`src/rtl/icap_pkg.sv`:
```
package icap_pkg;

   localparam int FILT_MAX_LOG2 = 5;

   typedef struct packed {
      logic [2:0] div_log2;
      logic [3:0] need;
   } filt_cfg_t;

   function automatic filt_cfg_t decode_filt(input logic [3:0] code);
      filt_cfg_t c;
      case (code)
         4'd0:    c = '{3'd0, 4'd1};
         4'd1:    c = '{3'd0, 4'd2};
         4'd2:    c = '{3'd0, 4'd4};
         4'd3:    c = '{3'd0, 4'd8};
         4'd4:    c = '{3'd1, 4'd6};
         4'd5:    c = '{3'd1, 4'd8};
         4'd6:    c = '{3'd2, 4'd6};
         4'd7:    c = '{3'd2, 4'd8};
         4'd8:    c = '{3'd3, 4'd6};
         4'd9:    c = '{3'd3, 4'd8};
         4'd10:   c = '{3'd4, 4'd5};
         4'd11:   c = '{3'd4, 4'd6};
         4'd12:   c = '{3'd4, 4'd8};
         4'd13:   c = '{3'd5, 4'd5};
         4'd14:   c = '{3'd5, 4'd6};
         default: c = '{3'd5, 4'd8};
      endcase
      return c;
   endfunction

endpackage

```
`src/rtl/icap_sync.sv`:
```
module icap_sync #(
   parameter int STAGES = 2
) (
   input  logic clk,
   input  logic rst_n,
   input  logic d,
   output logic q
);
   generate
      if (STAGES < 2) begin : g_bad
         $error("icap_sync: STAGES must be at least 2");
      end
   endgenerate

   logic [STAGES-1:0] chain;

   generate
      for (genvar i = 0; i < STAGES; i++) begin : g_stage
         always_ff @(posedge clk or negedge rst_n) begin
            if (!rst_n)
               chain[i] <= 1'b0;
            else if (i == 0)
               chain[i] <= d;
            else
               chain[i] <= chain[(i > 0) ? i - 1 : 0];
         end
      end
   endgenerate

   assign q = chain[STAGES-1];
endmodule

```
`src/rtl/icap_filter.sv`:
```
module icap_filter
   import icap_pkg::*;
#(
   parameter int DIV_W = FILT_MAX_LOG2
) (
   input  logic       clk,
   input  logic       rst_n,
   input  logic       en,
   input  logic       smp,
   input  logic [3:0] code,
   output logic       lvl,
   output logic       strobe
);
   generate
      if (DIV_W < FILT_MAX_LOG2) begin : g_bad
         $error("icap_filter: DIV_W too narrow for the largest division");
      end
   endgenerate

   localparam int DIV_MOD = 1 << DIV_W;

   filt_cfg_t          cfg;
   logic [DIV_W-1:0]   div_cnt;
   logic [DIV_W-1:0]   div_mask;
   logic [3:0]         run_cnt;
   logic [3:0]         run_nxt;

   assign cfg      = decode_filt(code);
   assign div_mask = DIV_W'((DIV_MOD'(1) << cfg.div_log2) - 1);
   assign strobe   = ((div_cnt & div_mask) == '0);
   assign run_nxt  = run_cnt + 4'd1;

   always_ff @(posedge clk or negedge rst_n) begin
      if (!rst_n)
         div_cnt <= '0;
      else
         div_cnt <= div_cnt + 1'b1;
   end

   always_ff @(posedge clk or negedge rst_n) begin
      if (!rst_n) begin
         lvl     <= 1'b0;
         run_cnt <= '0;
      end else if (!en) begin
         lvl     <= smp;
         run_cnt <= '0;
      end else if (strobe) begin
         if (smp == lvl) begin
            run_cnt <= '0;
         end else if (run_nxt >= cfg.need) begin
            lvl     <= smp;
            run_cnt <= '0;
         end else begin
            run_cnt <= run_nxt;
         end
      end
   end
endmodule

```
`src/rtl/icap_edge_psc.sv`:
```
module icap_edge_psc #(
   parameter int PSC_W = 2
) (
   input  logic             clk,
   input  logic             rst_n,
   input  logic             en,
   input  logic             lvl,
   input  logic             edge_fall,
   input  logic [PSC_W-1:0] psc_code,
   input  logic             psc_wr,
   output logic             prev_lvl,
   output logic             fire
);
   localparam int MAX_RATIO = 1 << ((1 << PSC_W) - 1);
   localparam int CNT_W     = $clog2(MAX_RATIO) + 1;

   logic             evt;
   logic [CNT_W-1:0] ecnt;
   logic [CNT_W-1:0] lim_m1;

   assign evt    = en & (edge_fall ? (prev_lvl & ~lvl) : (lvl & ~prev_lvl));
   assign lim_m1 = CNT_W'((CNT_W'(1) << psc_code) - CNT_W'(1));
   assign fire   = evt & ~psc_wr & (ecnt == lim_m1);

   always_ff @(posedge clk or negedge rst_n) begin
      if (!rst_n) begin
         prev_lvl <= 1'b0;
         ecnt     <= '0;
      end else begin
         prev_lvl <= lvl;
         if (!en || psc_wr)
            ecnt <= '0;
         else if (evt)
            ecnt <= fire ? '0 : ecnt + 1'b1;
      end
   end
endmodule

```
`src/rtl/icap_cond.sv`:
```
module icap_cond
   import icap_pkg::*;
#(
   parameter int CNT_W       = 16,
   parameter int SYNC_STAGES = 2
) (
   input  logic             clk,
   input  logic             rst_n,
   input  logic             pin_in,
   input  logic [CNT_W-1:0] count_val,
   input  logic [3:0]       filt_code,
   input  logic [1:0]       psc_code,
   input  logic             psc_wr,
   input  logic             edge_fall,
   input  logic [1:0]       dir_sel,
   input  logic             flag_clr,
   output logic [CNT_W-1:0] cap_val,
   output logic             cap_flag
);
   generate
      if (CNT_W < 1) begin : g_bad
         $error("icap_cond: CNT_W must be positive");
      end
   endgenerate

   logic chan_en;
   logic pin_sync;
   logic filt_lvl;
   logic filt_strobe;
   logic prev_lvl;
   logic cap_go;

   assign chan_en = (dir_sel != 2'd0);

   icap_sync #(.STAGES(SYNC_STAGES)) u_sync (
      .clk   (clk),
      .rst_n (rst_n),
      .d     (pin_in),
      .q     (pin_sync)
   );

   icap_filter #(.DIV_W(FILT_MAX_LOG2)) u_filt (
      .clk    (clk),
      .rst_n  (rst_n),
      .en     (chan_en),
      .smp    (pin_sync),
      .code   (filt_code),
      .lvl    (filt_lvl),
      .strobe (filt_strobe)
   );

   icap_edge_psc #(.PSC_W(2)) u_psc (
      .clk       (clk),
      .rst_n     (rst_n),
      .en        (chan_en),
      .lvl       (filt_lvl),
      .edge_fall (edge_fall),
      .psc_code  (psc_code),
      .psc_wr    (psc_wr),
      .prev_lvl  (prev_lvl),
      .fire      (cap_go)
   );

   always_ff @(posedge clk or negedge rst_n) begin
      if (!rst_n) begin
         cap_val  <= '0;
         cap_flag <= 1'b0;
      end else if (cap_go) begin
         cap_val  <= count_val;
         cap_flag <= 1'b1;
      end else if (flag_clr) begin
         cap_flag <= 1'b0;
      end
   end
endmodule

```
`config.mk`:
```
export PLATFORM = sky130hd
export DESIGN_NAME = icap_cond
export DESIGN_NICKNAME = d
export VERILOG_FILES = /design/src/rtl/icap_pkg.sv /design/src/rtl/icap_sync.sv /design/src/rtl/icap_filter.sv /design/src/rtl/icap_edge_psc.sv /design/src/rtl/icap_cond.sv
export SDC_FILE = /design/constraint.sdc
export NUM_CORES = 1
export LEC_CHECK = 0
export BUFFER_PORTS_ARGS = -buffer_cell sky130_fd_sc_hd__buf_4
export CAP_MARGIN = 20
export CORE_MARGIN = 2
export CORE_UTILIZATION = 29
export DETAILED_ROUTE_END_ITERATION = 6
export GPL_TIMING_DRIVEN = 0
export PLACE_DENSITY = 0.51
export SLEW_MARGIN = 40
export SYNTH_ARGS = -nofsm -noshare
export SYNTH_HDL_FRONTEND = slang
export SYNTH_SLANG_ARGS = --single-unit
```
`constraint.sdc`:
```
create_clock -name clk -period 5.48 [get_ports clk]
set_input_delay 1.096 -clock clk [delete_from_list [all_inputs] [get_ports clk]]
set_output_delay 1.096 -clock clk [all_outputs]
set_load 0.01 [all_outputs]
```
[Word level (Yosys, flattened, before mapping)]
Memory sizes are Yosys's and may differ from the RTL's.
Index checks and enable logic that the tools add are counted.
W data, S select, Z words.
Word-level totals
  flip-flop bits (word level): 34
  latch bits: 0
  bits in writable memories: 0
  bits in read-only memories: 112
  logic and storage cells: 53
  memories kept: 1
Cells by class
  add/subtract/negate cells: 5
  $mul: 0
  divide/modulo/power cells: 0
  order comparisons: 1
  equal/unequal tests: 5
  shift operators: 2
  mux-type cells: 14
  bitwise logic cells: 9
  reductions and logical operators: 7
Memories
  (name not given): words 16, width 7, rd ports 1, clocked after memory_dff 0, write ports 0, line icap_pkg.sv:12  | case (code)
Operators by type and width (number)
  $mux W4: 7
  $add A4 B1 Y4 const B: 2
  $mux W1: 7
  $ne A2 B2 Y1 const B: 3
  $reduce_bool A2 Y1: 3
  $add A5 B1 Y5 const B: 1
  $and A1 B1 Y1: 5
  $and A5 B5 Y5: 1
  $logic_not A5 Y1: 1
  $shl A1 B3 Y5 const A: 1
  $sub A5 B2 Y5 const B: 1
  $eq A4 B4 Y1: 1
  $ge A4 B4 Y1: 1
  $shl A1 B2 Y4 const A: 1
  $sub A4 B2 Y4 const B: 1
  $not A1 Y1: 3
  $reduce_and A3 Y1: 1
  $eq A1 B1 Y1: 1
  $logic_not A1 Y1: 1
  $logic_or A1 B1 Y1: 1

[Depth between registers and ports, before layout]
Gate-level depths: netlist (run 1).
  depth after elaboration: 9
  mapped depth: 12

[Modules after synthesis]
From an unflattened synthesis (run 1), not the netlist that was laid out.
Unflattened totals
  cells, all modules: 173
  area total of the unflattened synthesis: 1971.9 µm²
Modules (own cells, without submodules)
  icap_filter: instances 1, cells each 93, area an instance 865.8 µm², sequential area each 250.2 µm²
  icap_cond: instances 1, cells each 38, area an instance 689.4 µm², sequential area each 425.4 µm²
  icap_edge_psc: instances 1, cells each 40, area an instance 366.6 µm², sequential area each 125.1 µm²
  icap_sync: instances 1, cells each 2, area an instance 50.0 µm², sequential area each 50.0 µm²

[Worst setup path before layout (run 1)]
Ideal clock, no wire load.
  path type: input-to-reg
  start: input filt_code[3]
  end: register u_filt.lvl
  arrival time: 3.089 ns
  setup slack: 2.266 ns
  cell stages on the path: 10
  path buffers: 2
  cell sequence: clkbuf_1 -> clkbuf_1 -> nand3b_1 -> ha_1 -> xor2_1 -> and3_1 -> o31ai_1 -> a21oi_1 -> nand2b_1 -> mux2_2
Between the ends
  word-level cells in the longest chain between the ends: 7
  elaborated cells on any way between the ends: 9
  those cells by class: 1 x add/sub; 1 x order compare; 2 x eq/ne; 1 x shift; 1 x bitwise; 2 x reduce/logical; 1 x memory
RTL lines
  start: declaration: line icap_cond.sv:11  | input logic [3:0] filt_code,
  $mem_v2 Z16 W7 (*)
  $shl A1 B3 Y5: line icap_filter.sv:29  | assign div_mask = DIV_W'((DIV_MOD'(1) << cfg.div_log2) - 1);
  $sub A5 B2 Y5: line icap_filter.sv:29
  $and A5 B5 Y5: line icap_filter.sv:30  | assign strobe = ((div_cnt & div_mask) == '0);
  $logic_not A5 Y1: line icap_filter.sv:30
  $ne A2 B2 Y1 (no line)
  $reduce_and A3 Y1 (no line) (*)
  end signal: assignment: line icap_filter.sv:45  | lvl <= smp;
  end signal: assignment: line icap_filter.sv:51  | lvl <= smp;
  end: declaration: line icap_filter.sv:11  | output logic lvl,
Every way passes the cells marked *; elsewhere a longest branch is shown, timed or not.
A chain may end at the register's enable or synchronous reset.

[Worst setup path in the final report (run 1)]
Ends and elaborated chain as after synthesis.

==> metrics.md, run 1 <==
| Metric | Value |
|---|---|
| DRT Wirelength | approximately 3400 µm |
| Initial antenna violation count | 0 |
| Post-Layout Inst Area | 2380 µm² |
| Internal power | approximately 0.63 mW |
| Endpoints failing hold | 0 |
| CTS tree | yes |
| Cell Rows | 29 |
| Fin crit period | 3320 ps |
| Leakage | 1.13 nW |
| CP Max Fanout | 10 |
| Total CTS buffers | 5 |
| R2r startpoint | u_psc.ecnt[0]$_DFFE_PN0P_ |
| Placed Area | 2270 µm² |
| Logic pwr share | between 30% and 40% |
| # hold bufs at CTS | 0 |
| Root buf cell | clkbuf_8 |
| Tcrit/Tclk final | 60.5% |
| Hold path endpoint | u_sync.q$_DFF_PN0_ |
| Nets@finish | roughly 260 |
| Relative slew slack | 62.2% |
| Top cell type's share of synthesized area | a little under half |
| Clock sinks | 34 |
| Via count | roughly 1,300 |
| Filler Cell Count | 616 |
| Post-CTS Setup Bufs | 0 |
| GRT overflow | 0 |
| Resize count post-CTS | 0 |
| Port Buffer Count | 45 |
| Cell taking the most area after synthesis | dfrtp_1 |
| Longest Clk Path Bufs | 2 |
| FF-to-FF path depth | 6 |
| Die ar. | ~7000 µm² |
| Die height | 83.6 µm |
| Starting density of the core | 29.5% |
| Layout cells sized above 1 | 36.9% |
| WP data required | 5650 ps |
| WP data arrival | between 3000 and 4000 ps |
| Synth cell types | 37 |
| Drc violations | 0 |
| HPWL after DPL | 2490 µm |
| Ys Warns | 0 |
| Cells after synthesis | 161 |
| Status | finished, final reports clean |
| Reg power frac | 41.5% |
| Max Freq | around 300 MHz |
| Worst-skew pair later-pin latency | 280 ps |
| All-Layer GR Usage | between 10% and 20% |
| Sequential area share after synthesis | 46.3% |
| Vias in the first global route | 1,267 |
| Initial DRC count | 29 |
| R2r endpoint | cap_val[8]$_DFFE_PN0P_ |
| Startpoint Class | input port |
| # diodes | 0 |
| Min-delay src | u_sync.chain[0]$_DFF_PN0_ |
| Max Cap Viol | 0 |
| First-pass GRT wire length | 5810 µm |
| Clock power share | 24.0% |
| Hold depth | 0 |
| GP Congestion | 0.764 |
| Fin. max-slew vios | 0 |
| Worst slew pin tran | 566 ps |
| Syn_nets | 204 |
| Synthesized area | 1840 µm² |
| Min-delay worst type | flip-flop to flip-flop |
| Max VDD drop | 0.000179 V |
| Routed length per instance | around 12 µm |
| Die X | 83.6 µm |
| Core area | 6240 µm² |
| Crit. End Element | flip-flop |
| Final setup violation count | 0 |
| Psw | between 0.2 and 0.3 mW |
| Kind of critical path | input port to flip-flop |
| Mean Syn Cell Area | 11.4 µm² |
| Clock skew | between 6 and 7 ps |
| Area delta synth->final | 29.6% |
| DR pass1 iterations | 4 |
| Switching power share of the total | 28.7% |
| RSZ-0062 raised after global routing | no |
| Pin count of the biggest net entering global routing | 35 |
| Clock transition at path regs | 70 ps |
| H-tree lvl count | 2 |
| Largest cells by area after synthesis | dfrtp_1 46%, ha_1 8.8%, mux2_4 7.4% |
| Power Density | 373 nW/µm² |
| Setup_tns | 0 ps |
| IO Count | 47 |
| ANT nets after route | 0 |
| Yosys reg bits | 34 |
| R2R setup slack | between 3000 and 4000 ps |
| Vias/cell | 4.62 |
how the worst max path moves through the flow:
| stage | cells past startpoint | end | from | slack (ps) |
|---|---|---|---|---|
| 2_1_floorplan | 10 | u_filt.lvl$_DFFE_PN0P_ | filt_code[3] | 2270 |
| 3_3_place_gp | 10 | u_filt.lvl$_DFFE_PN0P_ | filt_code[3] | 1910 |
| 3_5_place_dp | 10 | u_filt.lvl$_DFFE_PN0P_ | filt_code[3] | 1860 |
| 4_1_cts | 10 | u_filt.lvl$_DFFE_PN0P_ | filt_code[3] | 2160 |
| 5_1_grt | 10 | u_filt.lvl$_DFFE_PN0P_ | filt_code[3] | 1950 |
| 6_report | 10 | u_filt.lvl$_DFFE_PN0P_ | filt_code[3] | 2160 |
flip-flops by register name, summed over array words and instances (netlist names):
name / flops
u_filt.lvl: 1
cap_flag: 1
cap_val: 16
u_sync.chain: 1
u_psc.ecnt: 4
u_filt.div_cnt: 5
u_filt.run_cnt: 4
u_psc.prev_lvl: 1
u_sync.q: 1
metal layers:
layer / global-route usage, % / wire, µm / vias to the layer above
li1: - / - / 671
met1: 12.8 / 1570 / 633
met2: 15.6 / 1540 / 32
met3: 3.26 / 206 / 7
met4: 4.40 / 71 / 0
met5: 0 / 0 / -
cell usage in the layout, fill, tap and decap left out, types with 2 or more instances in the layout:
master,Yosys,layout
mux2_4,9,9
nand2b_1,4,4
nand2_1,12,12
o21ai_0,13,13
buf_4,0,45
nor2_1,7,7
a211oi_1,3,3
ha_1,13,13
mux2_2,10,10
dfrtp_1,34,34
inv_1,9,9
nand3b_1,2,2
clkbuf_8,0,8
xor2_1,6,6
nand3_1,7,7
clkbuf_1,2,2
o31ai_1,3,3
a21oi_1,3,3
xnor2_1,4,4
power by group through the flow:
stage / Clock, mW / Combinational, mW / Sequential (mW)
global route: 0.234 / 0.337 / 0.379
floorplan: 0 / 0.152 / 0.394
finish: 0.213 / 0.307 / 0.368
CTS: 0.224 / 0.312 / 0.369
detailed placement: 0 / 0.311 / 0.373
global placement: 0 / 0.308 / 0.371
layout make-up:
type | instances | area [µm²] | share of cell area (%)
multi-input combinational | 114 | 921 | 38.7
sequential | 34 | 851 | 35.7
timing repair buffer | 45 | 338 | 14.2
clock buffer | 8 | 110 | 4.62
tap | 77 | 96.3 | 4.04
inverter | 9 | 33.8 | 1.42
buffer | 4 | 32.5 | 1.37
cell usage after synthesis, drive strengths merged:
library cell and count:
nand2b 4, clkbuf 2, dfrtp 34, mux2 19, nor2b 1, xor2 6, a21oi 3, o22ai 1
o211ai 1, buf 2, nor3 1, mux2i 1, a41oi 1, o31ai 3, nor4b 1, inv 9
a221oi 1, nand3 7, nand4 1, and3 1, xnor2 4, nor2 8, ha 13, o21bai 1
or4 1, or3 1, or2 1, nand2 12, a211oi 4, nor4 1, nand3b 2, o21ai 13
a22o 1
cells by family (layout without fill, tap and decap cells):
kind of cell,after synthesis,count (layout),share of synthesized area [%]
fa+ha+maj,13,13,8.85
mux,20,20,14.0
xor+xnor,10,10,4.76
compound gates,29,29,10.5
buf+inv,13,66,3.61
flops,34,34,46.3
simple gates,42,42,12.0
worst max-delay path, cell delays in order:
cell	delay, ps
clkbuf_1	230
clkbuf_1	370
nand3b_1	170
ha_1	230
inv_1	50
a211oi_1	220
o31ai_1	100
a21oi_1	480
nand2b_1	190
mux2_2	330
through the flow:
| step | setup slack, ps | power (mW) | utilization (%) | hold WS (ps) | cells |
|---|---|---|---|---|---|
| after global routing | 1950 | 0.950 | 38.2 | 357 | 291 |
| after detailed placement | 1860 | 0.684 | 36.4 | 339 | 283 |
| final | 2160 | 0.888 | 38.2 | 351 | 291 |
| after CTS | 2160 | 0.905 | 38.2 | 355 | 291 |
| after floorplan | 2270 | 0.546 | - | 331 | 161 |
| after global placement | 1910 | 0.679 | 36.4 | 337 | 283 |
No activity file was read; power rests on OpenSTA's default activity.
==> inputs of run 2 (changes only) <==
ABC_AREA = 1   (was default)
PLACE_DENSITY = 0.52   (was 0.51)
clock period = 3 ns   (was 5.48 ns; I/O delays follow)
==> metrics.md, run 2 <==
| Metric | Value |
|---|---|
| Total CTS buffers | 5 |
| Cell Rows | 30 |
| Sequential area share after synthesis | 42.1% |
| Async S/R FF share, synth | 100% |
| Resize count post-CTS | 0 |
| Worst-skew pair later-pin latency | 290 ps |
| Port Buffer Count | between 40 and 50 |
| Power Density | ~630 nW/µm² |
| Compound-Gate Fraction of Synth Area | between 10% and 20% |
| Final setup violation count | 0 |
| Longest Clk Path Bufs | 2 |
| GRT overflow | 0 |
| Relative slew slack | 70.6% |
| Startpoint Class | input port |
| Max VDD drop | 0.000295 V |
| Top cells by count, synth | 34 x dfrtp_1, 34 x inv_1, 34 x nand2_1 |
| Leakage | 1.36 nW |
| Root buf cell | clkbuf_8 |
| RSZ-0062 raised after global routing | no |
| Vias in the first global route | around 1,500 |
| H-tree lvl count | 2 |
| Max Freq | 442 MHz |
| Synth cell types | 24 |
| Mux cell area share after synthesis | 0% |
| Top cell type's share of synthesized area | 42.1% |
| WP data arrival | around 2500 ps |
| Starting density of the core | 29.9% |
| Ys Warns | 0 |
| Synthesized area | 2020 µm² |
| Max reg flops | 16 |
| Synth Flop Type | dfrtp_1 |
| Layout cells sized above 1 | 36.3% |
| Initial antenna violation count | 0 |
| Post-synth EDFFs | 0 |
| Syn_nets | 273 |
| GP Congestion | 0.787 |
| Pin count of the biggest net entering global routing | 35 |
| Area delta synth->final | 26.7% |
| Max Cap Viol | 0 |
| HPWL after DPL | slightly below 3000 µm |
| Setup_tns | 0 ps |
| # hold bufs at CTS | 0 |
| Fin. max-slew vios | 0 |
| Most common cell after layout, fill and taps aside | buf_4 |
| DRT Wirelength | roughly 4000 µm |
| IO Count | 47 |
| Drc violations | 0 |
| Clock skew | 7.04 ps |
| DR pass1 iterations | 4 |
| CTS tree | yes |
| Cell taking the most area after synthesis | dfrtp_1 |
| Routed length per instance | 10.7 µm |
| Post-synthesis xor/xnor area fraction | 3.90% |
| Regs by FF count | cap_val: 16 flops, u_filt.div_cnt: 5 flops |
| Crit. End Element | flip-flop |
| Pre-CTS setup slack | 456 ps |
| Initial DRC count | 76 |
| Worst slew pin tran | 441 ps |
| Post-CTS Setup Bufs | 0 |
| Mean Syn Cell Area | 8.79 µm² |
| Endpoints failing hold | 0 |
| Core area | 6760 µm² |
| Tcrit/Tclk final | 75.5% |
| Post-Synth Adder-Cell Area | 8.05% |
| Yosys reg bits | 34 |
| Die X | 87.5 µm |
| Nets@finish | 326 |
| Fin crit period | 2260 ps |
| All-Layer GR Usage | 11.3% |
| Via count | 1,611 |
| Min-delay worst type | input port to async pin |
| ANT nets after route | 0 |
| Biggest register | cap_val |
| Most frequent cells in the layout | 46 x buf_4, 34 x inv_1, 34 x nand2_1, 34 x dfrtp_1 |
| Post-synthesis simple-gate area fraction | 23.5% |
| Cells after synthesis | 230 |
| First-pass GRT wire length | 6800 µm |
| Worst hold margin | 253 ps |
| Status | finished, final reports clean |
| Die height | 87.5 µm |
| Clock transition at path regs | about 70 ps |
| Kind of critical path | input port to flip-flop |
| # diodes | 0 |
| Vias/cell | 4.43 |
| Clock sinks | 34 |
| Largest cells by area after synthesis | dfrtp_1 42%, ha_1 8.0%, o21ai_2 7.8% |
| Die ar. | roughly 7700 µm² |
| Setup slack after layout | about 740 ps |
| WP data required | 3230 ps |
| Largest family of logic cells by synthesized area | simple AND/OR/NAND/NOR gates |
| CP Max Fanout | 6 |
==> run 2: worst max-delay path, cell delays in order <==
cell and delay (ps):
buf_4 130, inv_1 120, ha_1 260, nor2_1 110, nor2_1 50, o21ai_0 70, nand2_1 70, ha_1 310
a21oi_1 200, nand3_1 110, nor2_1 90, nand2_1 110, nand3b_1 180, nand2_1 70
==> run 2: cell families (layout without fill, tap and decap cells) <==
group / count (synthesis) / count (layout)
xor gates and xnor gates: 9 / 9
buffers and inverters: 42 / 96
adders and majority gates: 13 / 13
DFF: 34 / 34
AOI/OAI and AO/OA: 38 / 38
and+or+nand+nor: 94 / 94
==> run 2: stage by stage <==
stage               utilization, %  area (µm²)  power, mW  cells
CTS                           37.9        2560       1.65    364
floorplan                        -        2020       1.04    230
finish                        37.9        2560       1.62    364
global placement              36.5        2470       1.27    356
detailed placement            36.5        2470       1.28    356
global route                  37.9        2560       1.76    364
==> run 2: final timing paths <==
| kind | cells after the start | to | from | slack (ps) |
|---|---|---|---|---|
| setup / recovery | 14 | u_filt.run_cnt[3]$_DFFE_PN0P_ | filt_code[1] | 740 |
| hold / removal | 1 | u_psc.prev_lvl$_DFF_PN0_ | rst_n | 250 |
| setup reg to reg | 10 | u_filt.run_cnt[3]$_DFFE_PN0P_ | u_filt.run_cnt[0]$_DFFE_PN0P_ | 1080 |
| hold reg to reg | 0 | u_sync.q$_DFF_PN0_ | u_sync.chain[0]$_DFF_PN0_ | 350 |
| max in group asynchronous | 1 | u_psc.ecnt[1]$_DFFE_PN0P_ | rst_n | 2430 |
| min in group clk | 0 | u_sync.q$_DFF_PN0_ | u_sync.chain[0]$_DFF_PN0_ | 350 |
==> run 2: routing by layer <==
| metal | share of wire (%) | global-route usage (%) | vias up |
|---|---|---|---|
| met2 | 48 | 18.2 | 32 |
| met3 | 5.5 | 3.51 | 5 |
| met5 | 0 | 0 | - |
| li1 | - | - | 843 |
| met1 | 46 | 14.5 | 731 |
| met4 | 0.82 | 3.50 | 0 |
==> run 2: final cells by class <==
cell class / instances / area, µm²
Inverter: 38 / 145
Fill cell: 699 / 4200
Tap cell: 80 / 100
Clock buffer: 6 / 82.6
Buffer: 4 / 45.0
Timing Repair Buffer: 46 / 345
Multi-Input combinational cell: 154 / 980
Sequential cell: 34 / 851
Clock inverter: 2 / 12.5
==> run 2: where the power goes <==
group	leakage, nW	total (mW)	internal [mW]	switching, mW
logic	0.872	0.589	0.294	0.295
registers	0.441	0.671	0.573	0.0982
clock network	0.0472	0.356	0.184	0.172
